File: config.mk
export PLATFORM = sky130hd
export DESIGN_NAME = sync_slave_tx
export DESIGN_NICKNAME = d
export VERILOG_FILES = /design/src/rtl/sstx_pkg.sv /design/src/rtl/sstx_clk_sync.sv /design/src/rtl/sstx_hold.sv /design/src/rtl/sstx_shifter.sv /design/src/rtl/sync_slave_tx.sv
export SDC_FILE = /design/constraint.sdc
export NUM_CORES = 1
export LEC_CHECK = 0
export BUFFER_PORTS_ARGS = -buffer_cell sky130_fd_sc_hd__buf_2
export CAP_MARGIN = 40
export CORE_ASPECT_RATIO = 0.9
export CORE_MARGIN = 5
export CORE_UTILIZATION = 59
export DETAILED_ROUTE_END_ITERATION = 7
export PLACE_DENSITY = 0.8
export SYNTH_ARGS = -nofsm -noshare
export SYNTH_HDL_FRONTEND = slang
export SYNTH_SLANG_ARGS = --single-unit
File: constraint.sdc
create_clock -name clk -period 7.2 [get_ports clk]
set_clock_uncertainty 0.15 [all_clocks]
set_input_delay 2.16 -clock clk [delete_from_list [all_inputs] [get_ports clk]]
set_output_delay 2.16 -clock clk [all_outputs]
set_load 0.1 [all_outputs]
File: src/rtl/sstx_pkg.sv
package sstx_pkg;
    typedef enum logic [1:0] {
        TX_IDLE  = 2'd0,
        TX_SHIFT = 2'd1,
        TX_LAST  = 2'd2
    } tx_state_e;

    function automatic int unsigned frame_bits(input int unsigned data_w, input logic nine);
        return nine ? data_w + 1 : data_w;
    endfunction
endpackage

File: src/rtl/sstx_clk_sync.sv
module sstx_clk_sync #(
    parameter int unsigned STAGES = 2
) (
    input  logic clk,
    input  logic rst_n,
    input  logic sck_async,
    output logic sck_fall
);
    localparam int unsigned CHAIN = STAGES + 1;

    logic [CHAIN-1:0] chain_q;

    genvar g;
    generate
        for (g = 0; g < CHAIN; g++) begin : g_stage
            if (g == 0) begin : g_first
                always_ff @(posedge clk or negedge rst_n) begin
                    if (!rst_n) chain_q[g] <= 1'b0;
                    else        chain_q[g] <= sck_async;
                end
            end else begin : g_next
                always_ff @(posedge clk or negedge rst_n) begin
                    if (!rst_n) chain_q[g] <= 1'b0;
                    else        chain_q[g] <= chain_q[g-1];
                end
            end
        end
    endgenerate

    // falling edge of the synchronised clock: older stage high, newer low
    assign sck_fall = chain_q[CHAIN-1] & ~chain_q[CHAIN-2];
endmodule

File: src/rtl/sstx_hold.sv
module sstx_hold #(
    parameter int unsigned DATA_W = 8
) (
    input  logic              clk,
    input  logic              rst_n,
    input  logic              active,
    input  logic              wr_valid,
    input  logic [DATA_W-1:0] wr_data,
    input  logic              nine_bit_mode,
    input  logic              ninth_bit,
    input  logic              sh_idle,
    input  logic              sh_finish,
    output logic              load,
    output logic [DATA_W:0]   load_word,
    output logic              load_nine,
    output logic              hold_empty
);
    localparam int unsigned SLOT_W = DATA_W + 2;

    logic [SLOT_W-1:0] slot_q;
    logic              full_q;
    logic [SLOT_W-1:0] word_in;
    logic              accept;
    logic              direct;
    logic              from_slot;

    always_comb begin
        word_in   = {nine_bit_mode, nine_bit_mode & ninth_bit, wr_data};
        accept    = active & wr_valid & ~full_q;
        direct    = accept & (sh_idle | sh_finish);
        from_slot = active & full_q & sh_finish;
        load      = direct | from_slot;
        load_word = from_slot ? slot_q[DATA_W:0] : word_in[DATA_W:0];
        load_nine = from_slot ? slot_q[SLOT_W-1] : word_in[SLOT_W-1];
    end

    always_ff @(posedge clk or negedge rst_n) begin
        if (!rst_n) begin
            full_q <= 1'b0;
            slot_q <= '0;
        end else if (!active) begin
            full_q <= 1'b0;
        end else if (from_slot) begin
            full_q <= 1'b0;
        end else if (accept && !direct) begin
            full_q <= 1'b1;
            slot_q <= word_in;
        end
    end

    assign hold_empty = ~full_q;
endmodule

File: src/rtl/sstx_shifter.sv
module sstx_shifter
    import sstx_pkg::*;
#(
    parameter int unsigned DATA_W = 8
) (
    input  logic            clk,
    input  logic            rst_n,
    input  logic            active,
    input  logic            sck_fall,
    input  logic            load,
    input  logic [DATA_W:0] load_word,
    input  logic            load_nine,
    output logic            idle,
    output logic            finish,
    output logic            line
);
    localparam int unsigned CNT_W = $clog2(DATA_W + 2);

    tx_state_e          state_q, state_d;
    logic [DATA_W:0]    sr_q;
    logic [CNT_W-1:0]   left_q;

    // next state
    always_comb begin
        state_d = state_q;
        if (!active) begin
            state_d = TX_IDLE;                       // abort
        end else begin
            unique case (state_q)
                TX_IDLE:  if (load) state_d = TX_SHIFT;  // start
                TX_SHIFT: if (sck_fall) state_d = (left_q == CNT_W'(2)) ? TX_LAST : TX_SHIFT; // tail / step
                TX_LAST:  if (sck_fall) state_d = load ? TX_SHIFT : TX_IDLE;  // chain / drain
                default:  state_d = TX_IDLE;
            endcase
        end
    end

    // state register
    always_ff @(posedge clk or negedge rst_n) begin
        if (!rst_n) state_q <= TX_IDLE;
        else        state_q <= state_d;
    end

    // datapath
    always_ff @(posedge clk or negedge rst_n) begin
        if (!rst_n) begin
            sr_q   <= '0;
            left_q <= '0;
        end else if (!active) begin
            sr_q   <= '0;
            left_q <= '0;
        end else if (load) begin
            sr_q   <= load_word;
            left_q <= CNT_W'(frame_bits(DATA_W, load_nine));
        end else if (sck_fall && state_q != TX_IDLE) begin
            sr_q   <= sr_q >> 1;
            left_q <= left_q - CNT_W'(1);
        end
    end

    // outputs
    always_comb begin
        idle   = (state_q == TX_IDLE);
        finish = (state_q == TX_LAST) & sck_fall;
        line   = (state_q == TX_IDLE) ? 1'b1 : sr_q[0];
    end
endmodule

File: src/rtl/sync_slave_tx.sv
module sync_slave_tx #(
    parameter int unsigned DATA_W      = 8,
    parameter int unsigned SYNC_STAGES = 2
) (
    input  logic              clk,
    input  logic              rst_n,
    input  logic              port_en,
    input  logic              sync_mode,
    input  logic              clk_src_master,
    input  logic              rx_cont_en,
    input  logic              rx_single_en,
    input  logic              tx_en,
    input  logic              nine_bit_mode,
    input  logic              ninth_bit,
    input  logic              wr_valid,
    input  logic [DATA_W-1:0] wr_data,
    input  logic              irq_en,
    input  logic              ext_sck,
    output logic              data_out,
    output logic              data_oe,
    output logic              hold_empty,
    output logic              shift_empty,
    output logic              irq
);
    logic            active;
    logic            sck_fall;
    logic            sh_idle;
    logic            sh_finish;
    logic            load;
    logic [DATA_W:0] load_word;
    logic            load_nine;

    assign active = port_en & sync_mode & ~clk_src_master
                  & ~rx_cont_en & ~rx_single_en & tx_en;

    sstx_clk_sync #(.STAGES(SYNC_STAGES)) u_sync (
        .clk       (clk),
        .rst_n     (rst_n),
        .sck_async (ext_sck),
        .sck_fall  (sck_fall)
    );

    sstx_hold #(.DATA_W(DATA_W)) u_hold (
        .clk           (clk),
        .rst_n         (rst_n),
        .active        (active),
        .wr_valid      (wr_valid),
        .wr_data       (wr_data),
        .nine_bit_mode (nine_bit_mode),
        .ninth_bit     (ninth_bit),
        .sh_idle       (sh_idle),
        .sh_finish     (sh_finish),
        .load          (load),
        .load_word     (load_word),
        .load_nine     (load_nine),
        .hold_empty    (hold_empty)
    );

    sstx_shifter #(.DATA_W(DATA_W)) u_shift (
        .clk       (clk),
        .rst_n     (rst_n),
        .active    (active),
        .sck_fall  (sck_fall),
        .load      (load),
        .load_word (load_word),
        .load_nine (load_nine),
        .idle      (sh_idle),
        .finish    (sh_finish),
        .line      (data_out)
    );

    assign shift_empty = sh_idle;
    assign data_oe     = active;
    assign irq         = hold_empty & irq_en;
endmodule

==> metrics.md <==
| Metric | Value |
|---|---|
| Drt via density | 5.82 |
| Warnings from Yosys | 0 |
| Tcrit/Tclk final | 81.5% |
| Layout cells sized above 1 | 29.6% |
| CP startpoint kind | primary input |
| Detailed Routing Iterations Pass 1 | 4 |
| Total CTS buffers | 5 |
| CP Data Required Time | 4.89 ns |
| Die height | 58.2 µm |
| R2r endpoint | u_shift.left_q[0] |
| Fin worst setup slack | 1.33 ns |
| Antenna cells | 0 |
| Hold Path Class | flip-flop to flip-flop |
| Fmax | 170 MHz |
| DR vias | 1105 |
| WHS Path Cells | 0 |
| I/O Buffers | 25 |
| Fin area | 1710 µm² |
| Critical path type | primary input to output port |
| Share of the synthesized area in the top cell type | 47.6% |
| Element type at the critical path end | output port |
| Outcome | finished clean |
| Register area | 726 µm² |
| Top FF cell, synth | dfrtp_1 |
| Power Dens Cells | 175 nW/µm² |
| RD Place Congestion | 0.764 |
| Arrival time at the worst endpoint | 3.56 ns |
| Worst relative slew slack | 54.1% |
| Most frequent cell after synthesis | dfrtp_1 |
| Global-route usage over all layers | 18.2% |
| Worst Hold Path EP | u_sync.chain_q[1] |
| CTS resizes | 0 |
| CTS Hold Bufs | 0 |
| Netlist cell types | 38 |
| DIE WIDTH | 63.6 µm |
| Vias in the first global route | 1183 |
| Nets | 184 |
| Yosys reg bits | 29 |
| WL met1 | 1290 µm |
| Synth top area cells | dfrtp_1 48%, mux2i_1 7.9%, mux2_4 7.9% |
| Post-synth EDFFs | 0 |
| Area delta synth->final | 12.4% |
| Leading area contributor after synthesis | dfrtp_1 |
| Max-slew violation count | 0 |
| HP Start | u_sync.chain_q[0] |
| FF-to-FF setup slack | 5.12 ns |
| Highest metal used | met4 |
| Synthesized area | 1530 µm² |
| Post-synth ARST share | 100% |
| Clk slew on worst S/H paths | 0.09 ns |
| Hold_ws | 0.214 ns |
| Postcts setup bufs | 0 |
| CTS tree | built |
| Starting Density | 61.8% |
| DR WL/cell | 15.1 µm |
| First-pass GRT wire length | 5220 µm |
| Fin crit period | 5.87 ns |
| RSZ-0062 raised after global routing | false |
| Mapped Nets | 157 |
| Post-route antenna net violation count | 0 |
| Seq/Total Area, Yosys | 47.6% |
| WL met2 | 1320 µm |
| Total power | 300 µW |
| Initial antenna violation count | 0 |
| Dpl hpwl | 2060 µm |
| Grt total ovfl | 0 |
| Peak supply drop | 0.000151 V |
| Setup TNS | 0 ns |
| Ports | 26 |
| Reg-to-reg startpoint | u_sync.chain_q[1] |
| DRC | 0 |
| Cell Area, Placed | 1640 µm² |
| Detailed Route WL | 2860 µm |
| Critical path peak fanout | 17 |
| Final Hold Viols | 0 |
| Largest net degree at the start of global routing | 30 |
| Die Area | 3700 µm² |
| Clock latency on the worst-skew pair | 0.32 ns |
| Fillers | 194 |
| Post-synth top cells | 29 x dfrtp_1, 13 x nand2_1, 12 x mux2i_1, 12 x nand3_1, 9 x o211ai_1 |
| Clock Sinks | 29 |
| H-tree Lvls | 2 |
| Pre-CTS WS | 1.33 ns |
| Worst slew pin tran | 0.686 ns |
| Syn Inst Count | 134 |
| Core ar. | 2470 µm² |
| WL met3 | 190 µm |
| Max clock buf depth | 2 |
| Max-cap viol count | 0 |
| Pleak | 0.000824 µW |
| Clk root buf | clkbuf_4 |
| Mean area per synthesized cell | 11.4 µm² |
| FP Rows | 17 |
| Area of the multi-input gates | 724 µm² |
| Worst R2R Path Depth | 4 |
| Setup violators final | 0 |
| DRT iter0 DRCs | 36 |
==> worst max path at each step <==
stage / to / depth (start not counted) / slack, ns / startpoint
finish: data_oe / 4 / 1.33 / clk_src_master
global route: data_oe / 4 / 1.28 / clk_src_master
CTS: data_oe / 4 / 1.33 / clk_src_master
detailed placement: data_oe / 4 / 1.33 / clk_src_master
global placement: data_oe / 4 / 1.34 / clk_src_master
floorplan: irq / 1 / 1.40 / irq_en
==> worst max-delay path, cell delays in order <==
cell	delay [ns]
buf_2	0.09
or4b_4	0.59
nor2_8	0.24
buf_2	0.48
==> power breakdown <==
group / switching, µW / internal [µW] / total [µW]
Combinational: 14.7 / 8.24 / 23.0
Clock: 55.3 / 56.5 / 112
Sequential: 0.814 / 164 / 165
==> layout by cell type, fill, tap and decap left out, types with 2 or more instances in the layout <==
cell	count
buf_2	25
nand3_1	12
mux2i_1	12
ha_1	2
clkbuf_4	5
o21ai_0	3
o31ai_1	2
dfrtp_1	29
nor2_1	2
nor3_1	2
inv_1	6
nand2_1	13
nor2b_1	3
nand2b_1	2
clkbuf_8	2
mux2_4	8
a21oi_1	4
o211ai_1	9
==> per-stage QoR <==
stage | utilization [%] | instances
finish | 69.5 | 190
global route | 69.5 | 190
CTS | 69.5 | 190
detailed placement | 66.6 | 182
global placement | 66.3 | 181
floorplan | - | 134
==> state kept, by name, summed over array words and instances (netlist names) <==
name,count
u_hold.slot_q,10
u_shift.sr_q,9
u_shift.left_q,4
u_sync.chain_q,3
u_shift.state_q,2
u_hold.full_q,1
==> area by class of cell <==
cell class | instances | share of cell area (%)
Clock inverter | 1 | 0.292
Timing Repair Buffer | 26 | 7.74
Inverter | 7 | 1.53
Multi-Input combinational cell | 92 | 42.3
Tap cell | 28 | 2.04
Sequential cell | 29 | 42.3
Clock buffer | 7 | 3.80
==> routing by layer <==
metal	vias to the layer above	GRT usage [%]
met2	34	27.7
met4	0	10.1
li1	531	-
met1	534	23.0
met3	6	5.81
met5	-	0
==> cell families (layout without fill, tap and decap cells) <==
family                   count (synthesis)  in the layout  synth area share, %
flip-flops                              29             29                 47.6
AND/OR/NAND/NOR                         44             44                 16.7
XOR/XNOR                                 1              1                0.574
multiplexers                            21             21                 16.5
adder cells (fa/ha/maj)                  2              2                 1.64
AO/OA/AOI/OAI                           24             24                 12.1
buffers and inverters                   13             41                 4.92
Note: power is estimated with default switching activity, not from simulation.
